### config.mk
export PLATFORM = sky130hd
export DESIGN_NAME = wdt_reset_revert
export DESIGN_NICKNAME = d
export VERILOG_FILES = /design/src/rtl/wdt_pkg.sv /design/src/rtl/wdt_sec_count.sv /design/src/rtl/wdt_rst_pulse.sv /design/src/rtl/wdt_fs_hist.sv /design/src/rtl/wdt_reset_revert.sv
export SDC_FILE = /design/constraint.sdc
export NUM_CORES = 1
export LEC_CHECK = 0
export ABC_AREA = 1
export BUFFER_PORTS_ARGS = -buffer_cell sky130_fd_sc_hd__buf_2
export CELL_PAD_IN_SITES_DETAIL_PLACEMENT = 2
export CELL_PAD_IN_SITES_GLOBAL_PLACEMENT = 2
export CORE_MARGIN = 4
export CORE_UTILIZATION = 30
export DETAILED_ROUTE_END_ITERATION = 16
export PLACE_DENSITY = 0.77
export SYNTH_ARGS = -nofsm -noshare
export SYNTH_HDL_FRONTEND = slang
export SYNTH_SLANG_ARGS = --single-unit
### constraint.sdc
create_clock -name clk -period 2.1 [get_ports clk]
set_input_delay 0.315 -clock clk [delete_from_list [all_inputs] [get_ports clk]]
set_output_delay 0.315 -clock clk [all_outputs]
set_load 0.005 [all_outputs]
### src/rtl/wdt_pkg.sv
package wdt_pkg;

  typedef int unsigned u32_t;

  typedef enum logic [1:0] {
    SRC_STRAP  = 2'd0,
    SRC_LATEST = 2'd1,
    SRC_PRIOR  = 2'd2
  } fs_src_e;

  // Expiry test: the tick now arriving completes the programmed period.
  function automatic logic sec_limit_hit(u32_t elapsed, u32_t limit);
    return (limit != 0) && (elapsed + 1 == limit);
  endfunction

  // Source of the frequency code from flag, reversion choice and history.
  function automatic fs_src_e fs_pick(logic flag, logic revert,
                                      logic cur_vld, logic prev_vld);
    if (flag) begin
      if (revert && prev_vld) return SRC_PRIOR;
      return SRC_STRAP;
    end
    if (cur_vld) return SRC_LATEST;
    return SRC_STRAP;
  endfunction

endpackage

### src/rtl/wdt_sec_count.sv
module wdt_sec_count
  import wdt_pkg::*;
#(
  parameter int TMO_W = 4
) (
  input  logic             clk,
  input  logic             rst_n,
  input  logic             tick,
  input  logic             restart,
  input  logic             arm_next,
  input  logic [TMO_W-1:0] limit,
  output logic             expire,
  output logic             armed
);

  logic [TMO_W-1:0] cnt_q;
  logic             armed_q;

  assign armed  = armed_q;
  assign expire = armed_q && tick && !restart &&
                  sec_limit_hit(u32_t'(cnt_q), u32_t'(limit));

  always_ff @(posedge clk or negedge rst_n) begin
    if (!rst_n) begin
      cnt_q   <= '0;
      armed_q <= 1'b0;
    end else if (restart) begin
      cnt_q   <= '0;
      armed_q <= arm_next;
    end else if (expire) begin
      cnt_q   <= '0;
      armed_q <= 1'b0;
    end else if (armed_q && tick) begin
      cnt_q   <= cnt_q + 1'b1;
    end
  end

endmodule

### src/rtl/wdt_rst_pulse.sv
module wdt_rst_pulse #(
  parameter int PULSE_CLKS = 16
) (
  input  logic clk,
  input  logic rst_n,
  input  logic start,
  output logic active
);

  localparam int PW = $clog2(PULSE_CLKS + 1);

  logic [PW-1:0] left_q;

  assign active = (left_q != '0);

  always_ff @(posedge clk or negedge rst_n) begin
    if (!rst_n)              left_q <= '0;
    else if (start)          left_q <= PW'(PULSE_CLKS);
    else if (left_q != '0)   left_q <= left_q - 1'b1;
  end

endmodule

### src/rtl/wdt_fs_hist.sv
module wdt_fs_hist #(
  parameter int FS_W = 4
) (
  input  logic            clk,
  input  logic            rst_n,
  input  logic            wr,
  input  logic [FS_W-1:0] din,
  output logic [FS_W-1:0] cur,
  output logic [FS_W-1:0] prev,
  output logic            cur_vld,
  output logic            prev_vld
);

  always_ff @(posedge clk or negedge rst_n) begin
    if (!rst_n) begin
      cur      <= '0;
      prev     <= '0;
      cur_vld  <= 1'b0;
      prev_vld <= 1'b0;
    end else if (wr) begin
      prev     <= cur;
      prev_vld <= cur_vld;
      cur      <= din;
      cur_vld  <= 1'b1;
    end
  end

endmodule

### src/rtl/wdt_reset_revert.sv
module wdt_reset_revert
  import wdt_pkg::*;
#(
  parameter int TMO_W      = 4,
  parameter int FS_W       = 4,
  parameter int PULSE_CLKS = 16
) (
  input  logic             clk,
  input  logic             rst_n,
  input  logic             sec_tick,
  input  logic             cfg_wr,
  input  logic [TMO_W-1:0] cfg_tmo,
  input  logic             cfg_pin_mode,
  input  logic             cfg_revert,
  input  logic             sw_fs_wr,
  input  logic [FS_W-1:0]  sw_fs,
  input  logic [FS_W-1:0]  strap_fs,
  input  logic             pin_in,
  output logic             sys_rst_n,
  output logic             pin_oe,
  output logic             pd_n,
  output logic             tmo_flag,
  output logic [FS_W-1:0]  fs_out
);

  logic [TMO_W-1:0] tmo_q;
  logic             mode_q;
  logic             revert_q;
  logic             flag_q;

  // Named internal events for the checker
  logic             expire_w;
  logic             armed_w;
  logic             pulse_on_w;
  logic [FS_W-1:0]  fs_cur_w, fs_prev_w;
  logic             fs_cur_vld_w, fs_prev_vld_w;
  fs_src_e          fs_src_w;

  always_ff @(posedge clk or negedge rst_n) begin
    if (!rst_n) begin
      tmo_q    <= '0;
      mode_q   <= 1'b0;
      revert_q <= 1'b0;
    end else if (cfg_wr) begin
      tmo_q    <= cfg_tmo;
      mode_q   <= cfg_pin_mode;
      revert_q <= cfg_revert;
    end
  end

  always_ff @(posedge clk or negedge rst_n) begin
    if (!rst_n)                          flag_q <= 1'b0;
    else if (expire_w)                   flag_q <= 1'b1;
    else if (cfg_wr && cfg_tmo == '0)    flag_q <= 1'b0;
  end

  wdt_sec_count #(.TMO_W(TMO_W)) u_count (
    .clk      (clk),
    .rst_n    (rst_n),
    .tick     (sec_tick),
    .restart  (cfg_wr),
    .arm_next (cfg_tmo != '0),
    .limit    (tmo_q),
    .expire   (expire_w),
    .armed    (armed_w)
  );

  wdt_rst_pulse #(.PULSE_CLKS(PULSE_CLKS)) u_pulse (
    .clk    (clk),
    .rst_n  (rst_n),
    .start  (expire_w),
    .active (pulse_on_w)
  );

  wdt_fs_hist #(.FS_W(FS_W)) u_hist (
    .clk      (clk),
    .rst_n    (rst_n),
    .wr       (sw_fs_wr),
    .din      (sw_fs),
    .cur      (fs_cur_w),
    .prev     (fs_prev_w),
    .cur_vld  (fs_cur_vld_w),
    .prev_vld (fs_prev_vld_w)
  );

  assign fs_src_w = fs_pick(flag_q, revert_q, fs_cur_vld_w, fs_prev_vld_w);

  always_comb begin
    unique case (fs_src_w)
      SRC_LATEST: fs_out = fs_cur_w;
      SRC_PRIOR:  fs_out = fs_prev_w;
      default:    fs_out = strap_fs;
    endcase
  end

  assign tmo_flag  = flag_q;
  assign pin_oe    = ~mode_q;
  assign sys_rst_n = mode_q | ~pulse_on_w;
  assign pd_n      = mode_q ? pin_in : 1'b1;

endmodule

==> summary by stage, run 1 <==
Clock tree
The root cell of the clock tree is sky130_fd_sc_hd__clkbuf_8. The total number of clock tree sinks is 27. In this run the number of H-tree levels came out at 1. The number of buffers on the longest clock path is 2. The number of buffers added by the clock tree synthesis step is 3.

The source-to-sink clock delay at the later pin of the worst-skew pair is 0.27 ns. The clock transition time at the flip-flop clock pins of the worst setup and hold paths is ~0.10 ns. Post-CTS timing repair inserted 0 buffers for setup. The TritonCTS clock tree is built.

Setup path
The critical path contains buffers and inverters numbering 3 combined. The type of destination of the critical path is an output port. The cell depth of the worst flop-to-flop path is 10. For the worst setup path, the data arrival time is 1.58 ns. By startpoint and endpoint, the worst setup path is classified as reg -> out. The kind of start point of the critical path is a register. The worst-case register-to-register setup slack is 0.30 ns. In this run the critical register-to-register path is launched from u_count.cnt_q[0]. The slowest stage cell on the critical path is sky130_fd_sc_hd__dfrtp_1.

The most prevalent standard cell on the critical path is sky130_fd_sc_hd__inv_1. The worst setup path startpoint is u_pulse.left_q[0]. The maximum fanout encountered on the critical timing path is 5. In this run the worst setup path terminates at sys_rst_n. The worst flop-to-flop path endpoint is u_count.cnt_q[2]. In this run the number of cells on the critical path is 7. Traced cell by cell, the critical path runs through inv_1 -> ha_1 -> inv_1 -> nor2_1 -> nand2_2 -> nand2_1 -> buf_2.

The endpoint required time on the critical path is 1.78 ns. The maximum single-stage delay on the critical path is between 0.4 and 0.5 ns. In this design, the largest share of critical-path delay is due to simple AND/OR/NAND/NOR gates.

Pwr
For this design the ratio of total power to cell area is 894 mW/mm^2. The sum of internal, switching and leakage power is 1.44 mW. VDD sags by at most 0.256 mV. The static leakage is 0.882 nW.

Synthesis
After synthesis the netlist holds a flip-flop and latch count of 27. By instance count, the leading cell after synthesis is sky130_fd_sc_hd__nand2_1. The count of warnings emitted by yosys is 0. The share of Yosys cell area claimed by the top area cell type is 0.489. The combined area of all synthesized cells is approximately 0.0014 mm^2. The portion of the post-synthesis area used by sequential elements is 0.489. For this run, the leading register cell type out of synthesis is sky130_fd_sc_hd__dfrtp_1. The mean instance size in the synthesized netlist is about 8 um^2. Sorting the synthesized cells by how often they occur yields 52 x sky130_fd_sc_hd__nand2_1, 30 x sky130_fd_sc_hd__inv_1, 27 x sky130_fd_sc_hd__dfrtp_1. The synthesized instance count is 177. The share of async-settable or async-resettable flops after synthesis is 1.00. The post-synth net total is 200. The number of flops mapped to enable cells by yosys is 0.

The count of distinct cell types in the synthesized netlist is 22. The largest total area in the synthesized netlist belongs to sky130_fd_sc_hd__dfrtp_1. In the post-synthesis netlist, the biggest area contributors are sky130_fd_sc_hd__dfrtp_1 49%, sky130_fd_sc_hd__nand2_1 14%, sky130_fd_sc_hd__inv_1 8.1%.

Detailed routing
The number of DRC violations after detailed-routing iteration 0 is 25. In the routed layout, each cell is associated on average with a via count of approximately 4.8. The total via count after detailed routing is 1231. After detailed routing, the average wire length per cell comes to roughly 14 um. After detailed routing, the total wire length is 3.63 mm. The first TritonRoute pass finished after 3 iterations. The total length of routed met2 wires is between 1.5 and 2 mm. The number of nets with antenna violations after routing is 0. The top layer used by detailed routing is met4. The sum of met3 wire segment lengths after detailed routing is 102 um.

In the routed design, unresolved DRC markers number 0. The length of routed wiring on met1 is 1.51 mm.

Hold path
The path category of the worst min-delay check is in -> async.

Final layout
The final instance area is 0.00161 mm^2. In the final layout, the share of cells above drive strength 1 is 0.210. The layout overhead on the synthesized area is 16.6%. In the final design database the tool counted 229 nets. The number of antenna cells inserted is 0.

Floorplan
The number of placement rows is 24. The effective utilization at floorplan is 0.313. The die is 75.9 um wide. The die area is 0.00576 mm^2.

The height of the die is 75.9 um. The placeable core region is between 0.004 and 0.005 mm^2. The number of primary I/O pins is 28.

Global route
The total global-route track usage is 0.140. The largest net degree at the start of global routing is 28. The first-pass GRT wire length is 6.27 mm. The via count of the first global-routing pass is 1387. The number of antenna violations at the first check in global routing was 0. The remaining global-route overflow is 0.

Placement
At the end of routability-driven placement, the weighted congestion stood at 0.804. The worst slack at placement is 0.290 ns. The post-detailed-placement half-perimeter wirelength is 2.92 mm. Buffers placed on the I/O ports in this run total 27. The instance area after placement is 0.00156 mm^2.

Timing
At the pin with the least slew margin, the transition time is ~0.61 ns. The worst slew margin relative to its limit is 0.593. Dividing the final minimum period by the clock period gives 0.904. Setup repair after global routing left no endpoint under its margin. The achievable clock frequency is 527 MHz. The number of hold-slack violations in the final timing report is 0. The final count of pins violating max slew is 0.

Setup slack closes at 0.203 ns. The post-route setup TNS is 0 ns. Setup violations remaining at the end of the flow were counted as 0. The worst-case clock skew is ~0.0049 ns. The clock period could shrink to 1.90 ns.

Flow run
The max-capacitance violation count is 0.

Run status
The flow ran to the end, and the final reports show no timing, DRC or antenna violations.
repair_timing:
action / 4_1_cts / 5_1_grt
endpoints found under the setup margin: 0 / 1
gates resized for setup: 0 / 1
hold buffers: 0 / 0
routing by layer:
metal / global-route usage / vias to the layer above
met1: 0.166 / 602
met5: 0 / -
met4: 0.0427 / 0
met2: 0.261 / 20
met3: 0.0172 / 2
li1: - / 607
worst min path at each step:
stage | cells after the start | end | slack [ns]
2_1_floorplan | 0 | mode_q | 0.02
3_3_place_gp | 1 | u_hist.cur[1] | 0.37
3_5_place_dp | 1 | u_hist.prev[1] | 0.37
4_1_cts | 1 | u_hist.prev[1] | 0.07
5_1_grt | 1 | u_hist.cur[1] | 0.08
6_report | 1 | u_hist.cur[1] | 0.04
through the flow:
stage           util  cells  hold slack (ns)
5_1_grt        0.365    257           0.0836
6_report       0.365    257           0.0394
3_5_place_dp   0.354    253            0.370
4_1_cts        0.365    257           0.0665
3_3_place_gp   0.354    253            0.370
2_1_floorplan      -    177           0.0194
state kept, by name, indices dropped and copies added, names as in the netlist, 4 cells and up:
name            flops
u_pulse.left_q      5
tmo_q               4
u_count.cnt_q       4
u_hist.cur          4
u_hist.prev         4
power by group:
group / switching [mW] / total [mW] / leakage (nW) / internal (mW)
combinational: 0.282 / 0.465 / 0.530 / 0.183
sequential: 0.0662 / 0.676 / 0.328 / 0.610
clock: 0.164 / 0.300 / 0.0228 / 0.136
total: 0.512 / 1.44 / 0.882 / 0.929
cells in the final DEF (no fill, tap or decap):
cell / count
sky130_fd_sc_hd__buf_2: 27
sky130_fd_sc_hd__a21oi_1: 4
sky130_fd_sc_hd__o21ai_0: 15
sky130_fd_sc_hd__or3_1: 1
sky130_fd_sc_hd__nand3_1: 14
sky130_fd_sc_hd__xor2_1: 1
sky130_fd_sc_hd__nand2_1: 51
sky130_fd_sc_hd__nand2_2: 5
sky130_fd_sc_hd__nor3_1: 1
sky130_fd_sc_hd__inv_2: 2
sky130_fd_sc_hd__clkbuf_1: 1
sky130_fd_sc_hd__and2_1: 1
sky130_fd_sc_hd__clkbuf_8: 3
sky130_fd_sc_hd__o21ai_2: 1
sky130_fd_sc_hd__o221ai_1: 4
sky130_fd_sc_hd__inv_1: 30
sky130_fd_sc_hd__nor2_1: 8
sky130_fd_sc_hd__nor2_2: 1
sky130_fd_sc_hd__ha_1: 3
sky130_fd_sc_hd__or2_2: 2
sky130_fd_sc_hd__nand4_1: 1
sky130_fd_sc_hd__nand3_2: 2
sky130_fd_sc_hd__dfrtp_1: 27
final cells by class:
cell class	count	area [um^2]
flip-flops and latches	27	676
repair buffers	27	135
clock buffers	4	45.0
multi-input cells	115	571
well taps	52	65.1
fillers	522	2800
inverters	32	120
cells by family after synthesis:
logic type / share of synthesized area
and+or+nand+nor: 0.277
buffers and inverters: 0.100
DFF: 0.489
AOI/OAI and AO/OA: 0.100
adders and majority gates: 0.0272
xor gates and xnor gates: 0.00634
No activity file was read; power rests on OpenSTA's default activity.
==> run 2: changes to the inputs <==
Settings changed: PLACE_DENSITY 0.77 to 0.79, SYNTH_HIERARCHICAL from default to 1.
==> run 2 against run 1 <==
Effect of this change: design area rose by 2.9%; sequential share of layout area fell by 1.2 points; via count rose by 6.4%; utilization grew 0.54 points; maximum frequency is 4.0% higher; critical path depth grew 5; synthesized cell count rose by 8.5%; non-clock buffer count grew 1; first-iteration DRC count increased by 4.0%; die area rose by 2.3%; largest power group unchanged.
==> summary by stage, run 2 <==
Run status
The run finished with clean final reports.

Clock tree
The number of hold buffers added after CTS is 0 (unchanged). The clock transition time at the flip-flop clock pins of the worst setup and hold paths is 0.10 ns (about the same). TritonCTS built the clock tree.

The H-tree depth reported by CTS is 1 (unchanged). The post-cts repair resize count came to 0 (unchanged). The count of buffers added by post-CTS timing repair for setup was 0 (unchanged). The number of buffers added by the clock tree synthesis step is 3 (unchanged).

The total number of clock tree sinks came to 27 (unchanged). The source-to-sink clock delay at the later pin of the worst-skew pair is 0.28 ns (about the same). The number of buffers on the longest clock path is 2 (unchanged). CTS placed an instance of sky130_fd_sc_hd__clkbuf_8 at the clock tree root.

Pwr
The sequential share of power is 0.487 (+0.018). The internal cell power came to 0.915 mW (-1.5%). The combinational share of power is 0.297 (-0.026). The static leakage is 0.919 nW (+4.3%). The worst-case vdd ir drop is 0.283 mV (+10%). The proportion of total power due to net switching is 0.361 (+0.00522). The power density of the placed cells is 863 mW/mm^2 (-3.5%). The net load switching power is 0.516 mW (+0.72%). The share of power burned in the clock network came to 0.216 (+0.008).

Setup path
The arrival time of the worst setup path is 2.00 ns (+0.42 ns). The cell that appears most often on the critical path is sky130_fd_sc_hd__nand2_1. The startpoint identified for the worst register-to-register timing path is u_count/cnt_q[0]. The maximum single-stage delay on the critical path came to 0.46 ns (+0.04 ns). The cell depth of the worst flop-to-flop path is 12 (+2). The type of destination of the critical path is a register. For this design, the slowest cell found on the critical path is sky130_fd_sc_hd__dfrtp_1. The worst-case register-to-register setup slack is 0.28 ns (-0.02 ns). The number of buffers and inverters on the critical path is 3 (unchanged).

Walking the worst path, the cells encountered are ha_1 -> inv_1 -> nand2_1 -> nand2_1 -> nor2_1 -> nand2_1 -> nor2_2 -> nand3_2 -> inv_1 -> inv_1 -> nand3_1 -> nand2_1. The endpoint required time on the critical path is 2.28 ns (+0.50 ns). The worst flop-to-flop path endpoint is u_pulse/left_q[0].

Among cell families on the critical path, the largest total delay comes from simple AND/OR/NAND/NOR gates. STA classifies the critical path startpoint as a register. The startpoint-to-endpoint class of the critical path is reg -> reg.

The maximum fanout encountered on the critical timing path was 6 (+1).

Detailed routing
The average wire per standard cell came to 13.5 um (-4.7%). The total via count after detailed routing is 1310 (+6.4%). The detail-routed via count per cell is 4.78 (-0.19%).

The post-route DRC violation count came to 0 (unchanged). The number of nets with antenna violations after routing is 0 (unchanged). The total routed wirelength was 3.69 mm (+1.7%). The number of DRC violations after detailed-routing iteration 0 is 26 (+4.0%). The count of TritonRoute iterations in the first routing pass came to 4 (+1).

Synthesis
The number of flops mapped to enable cells by yosys is 0 (unchanged). By area the synthesized netlist is led by sky130_fd_sc_hd__dfrtp_1 48%, sky130_fd_sc_hd__nand2_1 19%, sky130_fd_sc_hd__nand3_1 9.2%. Among all cell types in the netlist, the one instantiated most often is sky130_fd_sc_hd__nand2_1. The synthesized instance count was 192 (+8.5%). The count of distinct cell types in the synthesized netlist was 18 (-18%). The count of warnings emitted by yosys is 6 (+6).

The combined area of all synthesized cells is 0.00142 mm^2 (+2.5%). The portion of the post-synthesis area used by sequential elements is 0.477 (-0.0121). The share of Yosys cell area claimed by the top area cell type is 0.477 (-0.0121). The synthesis-stage register bit count is 27 (unchanged). The post-synth net total is 214 (+7.0%). The mean instance size in the synthesized netlist came to 7.38 um^2 (-5.5%).

The dominant register cell in the synthesized netlist is sky130_fd_sc_hd__dfrtp_1. The commonest cells after synthesis are 71 x sky130_fd_sc_hd__nand2_1, 27 x sky130_fd_sc_hd__dfrtp_1, 26 x sky130_fd_sc_hd__nand3_1. The share of async-settable or async-resettable flops after synthesis came to 1.00 (unchanged). The largest area contributor in the netlist is sky130_fd_sc_hd__dfrtp_1.

Timing
The worst path setup slack after routing is 0.276 ns (+0.0738 ns). Setup repair after global routing left no endpoint under its margin. The share of the clock period used by the worst path was 0.868 (-0.0351). The number of hold-slack violations in the final timing report was 0 (unchanged).

The worst hold slack after final layout is 0.0368 ns (-0.00253 ns). The worst slew margin relative to its limit is 0.587 (-0.00578). The pin slew with the least headroom to its limit is 0.619 ns (+0.00867 ns). The achievable clock frequency is 548 MHz (+4.0%). The final count of negative-setup-slack endpoints is 0 (unchanged). The final count of pins violating max slew is 0 (unchanged). The post-route setup TNS is 0 ns (unchanged).

The final critical path time including I/O delays and setup is 1.82 ns (-0.0738 ns). The worst-case clock skew came to 0.00357 ns (-0.00131 ns).

Floorplan
The die area is 0.00589 mm^2 (+2.3%). The number of primary I/O pins is 28 (unchanged). The die boundary width is 76.7 um (+1.1%). The height of the die is 76.7 um (+1.1%). The placeable core region is 0.00447 mm^2 (+1.4%). The number of placement rows was 24 (unchanged).

The effective utilization at floorplan is 0.317 (+0.00363).

Final layout
Leaving out fill and tap cells, the most frequent cell in the layout is sky130_fd_sc_hd__nand2_1. The final net count is 245 (+7.0%). The number of flip-flops in the largest register is 5 (unchanged). The total of fill cells in the finished design is 561 (+7.5%). The library cells used most frequently in the layout, excluding fill and tap cells, are 71 x sky130_fd_sc_hd__nand2_1, 27 x sky130_fd_sc_hd__buf_2, 27 x sky130_fd_sc_hd__dfrtp_1, 26 x sky130_fd_sc_hd__nand3_1, 24 x sky130_fd_sc_hd__inv_1.

u_pulse/left_q holds more flip-flops than any other register. The layout cell share with drive strength beyond 1 is 0.216 (+0.00646). From synthesis to final layout, the design area changed by 16.9%.

The number of antenna cells inserted is 0 (unchanged).

Global route
The total global-route track usage is 0.139 (-0.00147). The number of antenna violations at the first check in global routing is 0 (unchanged). The first-pass GRT wire length is 6.65 mm (+6.2%).

The remaining global-route overflow is 0 (unchanged). The largest net degree at the start of global routing was 28 (unchanged). The via count of the first global-routing pass came to 1410 (+1.7%).

Flow run
The max-capacitance violation count is 0 (unchanged).

Placement
The final weighted congestion in routability-driven placement was 0.734 (-8.8%). The number of input and output port buffers inserted is 27 (unchanged). The post-detailed-placement half-perimeter wirelength is 2.93 mm (+0.31%).

The worst slack at placement is 0.271 ns (-0.0191 ns).

Hold path
The path category of the worst min-delay check is in -> async.
-- run 2: final cells by class --
type                    count  area, um^2  area share
flip-flops and latches     27         676       0.408
multi-input cells         133         613       0.370
repair buffers             28         143      0.0860
inverters                  30         113      0.0679
well taps                  52        65.1      0.0392
clock buffers               3        41.3      0.0249
clock inverters             1        7.51     0.00453
-- run 2: how the worst max path moves through the flow --
stage,from,depth (start not counted),end
after CTS,u_count/cnt_q[0],12,u_pulse/left_q[0]
after global placement,u_count/cnt_q[0],12,u_pulse/left_q[0]
after global routing,u_count/cnt_q[0],12,u_pulse/left_q[0]
final,u_count/cnt_q[0],12,u_pulse/left_q[0]
after detailed placement,u_count/cnt_q[0],12,u_pulse/left_q[0]
after floorplan,u_count/cnt_q[0],11,u_pulse/left_q[0]
-- run 2: logic make-up (layout without fill, tap and decap cells) --
family          after synthesis  in the layout  share of synthesized area
simple gates                123            123                      0.384
compound gates                7              7                     0.0247
fa+ha+maj                     2              2                     0.0176
buf+inv                      32             62                     0.0909
xor+xnor                      1              1                    0.00618
flops                        27             27                      0.477
-- run 2: metal layers --
layer	wire length [um]	vias to the layer above	track usage
li1	-	654	-
met4	46	0	0.0435
met5	0	-	0
met1	1690	639	0.177
met3	73	4	0.0187
met2	1880	13	0.242
-- run 2: power groups by stage --
stage          sequential [mW]  combinational, mW  clock (mW)
2_1_floorplan            0.682              0.297           0
6_report                 0.696              0.424       0.310
3_3_place_gp             0.702              0.418           0
3_5_place_dp             0.708              0.435           0
5_1_grt                  0.712              0.508       0.351
4_1_cts                  0.699              0.440       0.327
-- run 2: through the flow --
step / cells / utilization / instance area [um^2] / power [mW]
after floorplan: 192 / - / 1420 / 0.979
after global placement: 270 / 0.360 / 1610 / 1.12
after detailed placement: 270 / 0.360 / 1610 / 1.14
after CTS: 274 / 0.371 / 1660 / 1.47
after global routing: 274 / 0.371 / 1660 / 1.57
final: 274 / 0.371 / 1660 / 1.43
